$ cat src/rtl/rdt_pkg.sv
`timescale 1ns/1ps
package rdt_pkg;
    localparam int MODE_TAP_BIT  = 0;
    localparam int MODE_RUN_BIT  = 3;
    localparam int CLR_EVT_BIT   = 0;
    localparam int CLR_CAUSE_BIT = 1;

    typedef enum logic {
        TAP_FAST = 1'b0,
        TAP_SLOW = 1'b1
    } tap_sel_e;
endpackage

$ cat src/rtl/rdt_prescaler.sv
`timescale 1ns/1ps
module rdt_prescaler #(
    parameter int FAST_SHIFT = 2,
    parameter int SLOW_SHIFT = 10
) (
    input  logic clk,
    input  logic rst_n,
    input  logic tap_slow,
    output logic tick
);
    localparam int PRE_W = SLOW_SHIFT;
    localparam logic [PRE_W-1:0] PRE_ONE = PRE_W'(1);

    typedef struct packed {
        logic [PRE_W-1:0] pre;
    } pre_state_t;

    pre_state_t st_d, st_q;
    logic fast_hit;
    logic slow_hit;

    generate
        if (FAST_SHIFT == 0) begin : g_fast_every
            assign fast_hit = 1'b1;
        end else begin : g_fast_tap
            assign fast_hit = &st_q.pre[FAST_SHIFT-1:0];
        end
    endgenerate

    assign slow_hit = &st_q.pre;

    always_comb begin
        st_d     = st_q;
        st_d.pre = st_q.pre + PRE_ONE;
        tick     = tap_slow ? slow_hit : fast_hit;
    end

    always_ff @(posedge clk or negedge rst_n) begin
        if (!rst_n) st_q <= '0;
        else        st_q <= st_d;
    end
endmodule

$ cat src/rtl/rdt_mode_reg.sv
`timescale 1ns/1ps
module rdt_mode_reg (
    input  logic       clk,
    input  logic       rst_n,
    input  logic       wr_mode,
    input  logic       run_bit,
    input  logic       tap_bit,
    output logic       run_en,
    output logic       tap_slow
);
    import rdt_pkg::*;

    typedef struct packed {
        logic     run;
        tap_sel_e tap;
    } mode_state_t;

    mode_state_t st_d, st_q;

    always_comb begin
        st_d = st_q;
        if (wr_mode) begin
            st_d.run = run_bit;
            st_d.tap = tap_bit ? TAP_SLOW : TAP_FAST;
        end
        run_en   = st_q.run;
        tap_slow = (st_q.tap == TAP_SLOW);
    end

    always_ff @(posedge clk or negedge rst_n) begin
        if (!rst_n) st_q <= '{run: 1'b0, tap: TAP_FAST};
        else        st_q <= st_d;
    end
endmodule

$ cat src/rtl/rdt_counter.sv
`timescale 1ns/1ps
module rdt_counter #(
    parameter int NIB_W = 4
) (
    input  logic               clk,
    input  logic               rst_n,
    input  logic               wr_lo,
    input  logic               wr_hi,
    input  logic [NIB_W-1:0]   wr_data,
    input  logic               tick,
    input  logic               run_en,
    output logic [2*NIB_W-1:0] count,
    output logic               underflow
);
    localparam int CNT_W = 2 * NIB_W;
    localparam logic [CNT_W-1:0] CNT_ONE = CNT_W'(1);

    typedef struct packed {
        logic [CNT_W-1:0] cnt;
        logic [CNT_W-1:0] buf_v;
        logic             arm;
    } cnt_state_t;

    cnt_state_t st_d, st_q;
    logic step;

    always_comb begin
        st_d      = st_q;
        step      = tick & run_en;
        underflow = step & ~st_q.arm & (st_q.cnt == CNT_ONE);

        if (wr_lo) st_d.buf_v[NIB_W-1:0] = wr_data;
        if (wr_hi) begin
            st_d.buf_v[CNT_W-1:NIB_W] = wr_data;
            st_d.arm                  = 1'b1;
        end

        if (step) begin
            if (st_q.arm) begin
                st_d.cnt = st_q.buf_v;
                st_d.arm = wr_hi;
            end else if (underflow) begin
                st_d.cnt = st_q.buf_v;
            end else begin
                st_d.cnt = st_q.cnt - CNT_ONE;
            end
        end

        count = st_q.cnt;
    end

    always_ff @(posedge clk or negedge rst_n) begin
        if (!rst_n) st_q <= '0;
        else        st_q <= st_d;
    end
endmodule

$ cat src/rtl/rdt_event.sv
`timescale 1ns/1ps
module rdt_event (
    input  logic clk,
    input  logic rst_n,
    input  logic underflow,
    input  logic clr_evt,
    input  logic clr_cause,
    input  logic irq_en,
    input  logic hold_en,
    output logic evt_flag,
    output logic hold_cause,
    output logic hold_req,
    output logic irq_req
);
    typedef struct packed {
        logic evt;
        logic cause;
        logic hreq;
    } evt_state_t;

    evt_state_t st_d, st_q;

    always_comb begin
        st_d       = st_q;
        st_d.evt   = (st_q.evt & ~clr_evt) | underflow;
        st_d.cause = (st_q.cause & ~clr_cause) | (underflow & hold_en);
        st_d.hreq  = underflow & hold_en;

        evt_flag   = st_q.evt;
        hold_cause = st_q.cause;
        hold_req   = st_q.hreq;
        irq_req    = st_q.evt & irq_en;
    end

    always_ff @(posedge clk or negedge rst_n) begin
        if (!rst_n) st_q <= '0;
        else        st_q <= st_d;
    end
endmodule

$ cat src/rtl/reload_down_timer.sv
`timescale 1ns/1ps
module reload_down_timer #(
    parameter int NIB_W      = 4,
    parameter int FAST_SHIFT = 2,
    parameter int SLOW_SHIFT = 10
) (
    input  logic               clk,
    input  logic               rst_n,
    input  logic               wr_lo,
    input  logic               wr_hi,
    input  logic               wr_mode,
    input  logic [NIB_W-1:0]   wr_data,
    input  logic               clr_valid,
    input  logic [1:0]         clr_mask,
    input  logic               irq_en,
    input  logic               hold_en,
    output logic [2*NIB_W-1:0] count_o,
    output logic               evt_flag,
    output logic               irq_req,
    output logic               hold_req,
    output logic               hold_cause
);
    import rdt_pkg::*;

    localparam int CNT_W = 2 * NIB_W;

    logic tick_w;
    logic run_en_w;
    logic tap_slow_w;
    logic uf_w;
    logic clr_evt_w;
    logic clr_cause_w;

    assign clr_evt_w   = clr_valid & clr_mask[CLR_EVT_BIT];
    assign clr_cause_w = clr_valid & clr_mask[CLR_CAUSE_BIT];

    rdt_mode_reg u_mode (
        .clk      (clk),
        .rst_n    (rst_n),
        .wr_mode  (wr_mode),
        .run_bit  (wr_data[MODE_RUN_BIT]),
        .tap_bit  (wr_data[MODE_TAP_BIT]),
        .run_en   (run_en_w),
        .tap_slow (tap_slow_w)
    );

    rdt_prescaler #(
        .FAST_SHIFT (FAST_SHIFT),
        .SLOW_SHIFT (SLOW_SHIFT)
    ) u_pre (
        .clk      (clk),
        .rst_n    (rst_n),
        .tap_slow (tap_slow_w),
        .tick     (tick_w)
    );

    rdt_counter #(
        .NIB_W (NIB_W)
    ) u_cnt (
        .clk       (clk),
        .rst_n     (rst_n),
        .wr_lo     (wr_lo),
        .wr_hi     (wr_hi),
        .wr_data   (wr_data),
        .tick      (tick_w),
        .run_en    (run_en_w),
        .count     (count_o),
        .underflow (uf_w)
    );

    rdt_event u_evt (
        .clk        (clk),
        .rst_n      (rst_n),
        .underflow  (uf_w),
        .clr_evt    (clr_evt_w),
        .clr_cause  (clr_cause_w),
        .irq_en     (irq_en),
        .hold_en    (hold_en),
        .evt_flag   (evt_flag),
        .hold_cause (hold_cause),
        .hold_req   (hold_req),
        .irq_req    (irq_req)
    );
endmodule

$ cat config.mk
export PLATFORM = sky130hd
export DESIGN_NAME = reload_down_timer
export DESIGN_NICKNAME = d
export VERILOG_FILES = /design/src/rtl/rdt_pkg.sv /design/src/rtl/rdt_prescaler.sv /design/src/rtl/rdt_mode_reg.sv /design/src/rtl/rdt_counter.sv /design/src/rtl/rdt_event.sv /design/src/rtl/reload_down_timer.sv
export SDC_FILE = /design/constraint.sdc
export NUM_CORES = 1
export LEC_CHECK = 0
export ABC_AREA = 1
export BUFFER_PORTS_ARGS = -buffer_cell sky130_fd_sc_hd__buf_2
export CORE_UTILIZATION = 35
export DETAILED_ROUTE_END_ITERATION = 12
export PLACE_DENSITY = 0.56
export SYNTH_ARGS = -nofsm -noshare
export SYNTH_HDL_FRONTEND = slang
export SYNTH_SLANG_ARGS = --single-unit
$ cat constraint.sdc
create_clock -name clk -period 1.6 [get_ports clk]
set_input_delay 0.48 -clock clk [delete_from_list [all_inputs] [get_ports clk]]
set_output_delay 0.48 -clock clk [all_outputs]
set_load 0.01 [all_outputs]
Word level (Yosys, flattened, before mapping)
Cells that the tools add are included.

Flip-flop bits (word level): 32. Input port bits: 14. Output and inout bits: 12. Logic and storage cells: 36.

Add/sub/neg operators: 2. Equal/unequal tests: 1. Multiplexer cells: 7. Bitwise operators: 14. Reductions and logical operators: 2.

Operators with widths (count): $mux 8 (2); $add 10x1->10 const B (1); $reduce_and 10->1 (1); $and 1x1->1 (9); $eq 8x1->1 const B (1); $sub 8x1->8 const B (1); $mux 1 (5); $not 1->1 (3); $or 1x1->1 (2); $reduce_and 2->1 (1).

Longest topological paths before layout
Depth in word-level cells: 7. Gate-level depth with buffers: 11. Gate-level depth less buffers: 10.

Cells and area by module
Synthesis repeated with hierarchy kept, for this count alone.

Cells, all modules: 228. Area total of the unflattened synthesis: 1780.5 um^2.

Modules (own cells, without submodules): rdt_counter (times used 1, cells an instance 148, area each 1097.3 um^2, seq. area each 425.4 um^2); rdt_prescaler (times used 1, cells an instance 53, area each 475.5 um^2, seq. area each 250.2 um^2); rdt_event (times used 1, cells an instance 14, area each 116.4 um^2, seq. area each 75.1 um^2); rdt_mode_reg (times used 1, cells an instance 9, area each 76.3 um^2, seq. area each 50.0 um^2); reload_down_timer (times used 1, cells an instance 4, area each 15.0 um^2, seq. area each 0.0 um^2).

Worst setup path before layout
No wires, ideal clock.

Path type: register -> register. Start: register u_pre.st_q[0] (netlist name). End: register u_cnt.st_q (netlist bit u_cnt.count[3]). Data arrival time: 1300 ps. Required time: 1483 ps. Setup slack: 183 ps. Cell stages (with the launch flop): 12. Clock period less this slack: 1417 ps. Cell sequence: dfrtp_1 > ha_1 > nand2_2 > nor2_4 > nand3_2 > nand2_2 > nand3_2 > buf_6 > nand3_2 > nand2_1 > nand2_1 > nand2_1.

Longest elaborated chain between the ends: 7.

RTL lines: start: declaration (line rdt_prescaler.sv:18) `pre_state_t st_d, st_q;`; start signal: assignment (line rdt_prescaler.sv:40) `else st_q <= st_d;`; $reduce_and 10->1 / $reduce_and 2->1 (equally long branches) (line rdt_prescaler.sv:30, rdt_prescaler.sv:26); $mux 1 (*) (line rdt_prescaler.sv:35) `tick = tap_slow ? slow_hit : fast_hit;`; $and 1x1->1 (*) (line rdt_counter.sv:29) `step = tick & run_en;`; $and 1x1->1 (2 in series) (line rdt_counter.sv:30) `underflow = step & ~st_q.arm & (st_q.cnt == CNT_ONE);`; $mux 8 (line rdt_counter.sv:42) `end else if (underflow) begin`; $mux 8 (line rdt_counter.sv:39) `if (st_q.arm) begin`; end signal: assignment (line rdt_counter.sv:54) `else st_q <= st_d;`; end: declaration (line rdt_counter.sv:24) `cnt_state_t st_d, st_q;`.

Mark *: on every way between the ends. The rest lies on a longest branch, timed or not. A chain may end at the register's enable or synchronous reset.

Final worst setup path
Ends and elaborated chain as after synthesis.

==> results.json <==
{
  "detail_route.vias_per_cell": 4.610,
  "crit_chain": "ha_4 -> nand2_4 -> nor2_4 -> nand3_2 -> nand2_4 -> nand3_4 -> buf_6 -> nand3_2 -> nand2_2 -> nand2_2 -> nand2_1",
  "cts_hold_buf": 0,
  "utilization": 0.4600,
  "p_per_area_nw_per_um2": 1165,
  "ant_nets": 0,
  "clk_pin_slew_ns": 0.08,
  "ir_drop_mv": 0.4707,
  "tightestPinTransition_ns": 0.2422,
  "overflow": 0,
  "power_leakage_nw": 1.080,
  "cp-end-kind": "register",
  "initial_core_util": 0.3750,
  "nNetsFinal": 247,
  "yosys_warnings": 0,
  "wl_um": 3333,
  "worst-path-buf-inv": 1,
  "yosys_register_bits": 32,
  "syn_nets": 214,
  "insertion_delay_ns": 0.29,
  "drv_cap": 0,
  "finalSetupViolations": 0,
  "grt_pass1_vias": 1261,
  "tns_ns": 0,
  "final_cell_count_no_fill": 282,
  "fmax_mhz": 672.2,
  "cts_buffers": 5,
  "drc": 4,
  "fill_cells": 436,
  "dp_slack_ns": 0.005445,
  "area_growth_syn_to_layout_pct": 22.67,
  "dieArea_um2": 5074,
  "grt_first_pass_wirelength_um": 5837,
  "period_needed_ns": 1.488,
  "fin_skew_ns": 0.01170,
  "worstPathRequired_ns": 1.79,
  "dr.pass1.iters": 8,
  "timing.final.hold_violations": 0,
  "wl_per_cell_um": 11.82,
  "cts.sinks": 32,
  "slowest_stage": "dfrtp_1",
  "ys_types": 27,
  "clk_path_buf_depth": 2,
  "crit_type": "reg -> reg",
  "fp.dieH_um": 71.24,
  "htreeDepth": 2,
  "cp.arrival_ns": 1.67,
  "cts_root_buffer": "clkbuf_8",
  "vias": 1300,
  "syn_inst": 197,
  "setup_ws_ns": 0.1124,
  "crit_path_start_kind": "register",
  "crit_fanout": 6,
  "yosysSeqAreaShare": 0.4773,
  "slowest_delay_ns": 0.40,
  "synth_area_um2": 1678,
  "core-area_um2": 4474,
  "final.period_utilization": 0.9297,
  "boundaryPins": 26,
  "dp.cells": 273,
  "avgSynthCellArea_um2": 8.517,
  "violations": "design-rule violations",
  "outcome": "complete, but fails checks",
  "drv_slew": 0,
  "die_w_um": 71.24,
  "hpwl_um": 2459,
  "crit_family": "simple AND/OR/NAND/NOR gates",
  "antenna_found_initial": 0,
  "grt_use_total": 0.1500,
  "hold_slack_ns": 0.1361,
  "port_buffers": 25,
  "grt_max_degree": 33,
  "layout-drive-gt1-share": 0.3087,
  "fp-row-count": 24,
  "diodes": 0,
  "gp_congestion": 0.8476,
  "hold_path.class": "in -> async",
  "cts_tree": "done",
  "slew_headroom": 0.8371,
  "grt_setup_unrepaired": "true",
  "drt_iter0_markers": 82
}
## synth_stat cells
| cell type | number | area share |
|---|---|---|
| o21ai_1 | 1 | 0.0030 |
| nand3_2 | 9 | 0.054 |
| nand2_2 | 4 | 0.015 |
| mux2_2 | 1 | 0.0067 |
| nor2_2 | 1 | 0.0037 |
| o21ai_0 | 11 | 0.033 |
| inv_4 | 1 | 0.0037 |
| inv_1 | 26 | 0.058 |
| buf_2 | 1 | 0.0030 |
| buf_4 | 8 | 0.036 |
| nor3_2 | 1 | 0.0060 |
| dfrtp_1 | 32 | 0.48 |
| nand3_1 | 9 | 0.027 |
| o31ai_1 | 1 | 0.0045 |
| or2_2 | 1 | 0.0037 |
| nand4_1 | 3 | 0.011 |
| nor3_1 | 1 | 0.0030 |
| clkbuf_1 | 1 | 0.0022 |
| buf_6 | 1 | 0.0067 |
| ha_1 | 3 | 0.022 |
| nor2_1 | 12 | 0.027 |
| a31oi_1 | 2 | 0.0075 |
| xnor2_1 | 3 | 0.016 |
| o21bai_1 | 1 | 0.0045 |
| nand2_1 | 55 | 0.12 |
| nor2_4 | 1 | 0.0067 |
| xor2_1 | 7 | 0.037 |
## report_power, final
group | switching (mW) | total [mW] | leakage [nW] | internal, mW
logic | 0.436 | 0.743 | 0.632 | 0.307
registers | 0.0651 | 0.967 | 0.398 | 0.902
clock network | 0.304 | 0.687 | 0.0503 | 0.383
total | 0.805 | 2.40 | 1.08 | 1.59
## worst paths after layout
check	startpoint	to	slack, ns	cells after the start
min in group clk	wr_data[1]	u_cnt.st_q[6]	0.42	3
max reg2reg	u_pre.st_q[0]	u_cnt.count[3]	0.11	11
min	rst_n	u_cnt.count[4]	0.14	2
max in group asynchronous	rst_n	u_pre.st_q[2]	1.28	2
max	u_pre.st_q[0]	u_cnt.count[3]	0.11	11
min reg2reg	u_pre.st_q[9]	u_pre.st_q[9]	0.47	1
## final cells by class
| cell class | count | area [um^2] | area share |
|---|---|---|---|
| Sequential cell | 32 | 800.8 | 0.3891 |
| Multi-Input combinational cell | 127 | 758.2 | 0.3684 |
| Timing Repair Buffer | 37 | 231.5 | 0.1125 |
| Inverter | 27 | 106.4 | 0.05167 |
| Clock buffer | 7 | 96.34 | 0.04681 |
| Tap cell | 52 | 65.06 | 0.03161 |
## per-layer routing
metal / global-route usage / share of wire
met1: 0.2139 / 0.52
met3: 0.03797 / 0.040
met2: 0.2180 / 0.43
met5: 0 / 0
met4: 0.06000 / 0.013
## through the flow
step	instance area [um^2]	power, mW
after floorplan	1678	1.487
after global placement	1876	1.689
after detailed placement	1876	1.689
after CTS	1974	2.380
after global routing	2058	2.559
final	2058	2.397
## cell usage in the layout (no fill, tap or decap), drive strengths merged, types with 2 or more instances in the layout
cell	instances
nand2	59
buf	37
dfrtp	32
inv	26
nand3	18
nor2	14
o21ai	12
xor2	7
clkbuf	7
nand4	3
xnor2	3
ha	3
a31oi	2
nor3	2
## registers in the layout (all words and copies together) (netlist names)
name,cells
u_evt.hold_cause,1
u_mode.tap_slow,1
u_pre.st_q,10
u_mode.run_en,1
u_cnt.st_q,9
u_cnt.count,8
u_evt.hold_req,1
u_evt.evt_flag,1
## kinds of logic (layout without fill, tap and decap cells)
logic type,count (synthesis),after routing,share of synthesized area
buf+inv,38,71,0.1096
xor+xnor,10,10,0.05220
simple gates,97,97,0.2796
mux,1,1,0.006711
flops,32,32,0.4773
compound gates,16,16,0.05220
fa+ha+maj,3,3,0.02237
## timing repair
item,CTS,global route
gates cloned,0,0
setup buffers,0,2
resized for setup,1,16
setup endpoints to repair,1,8
pin swaps,0,5
No activity file was read; power rests on OpenSTA's default activity.
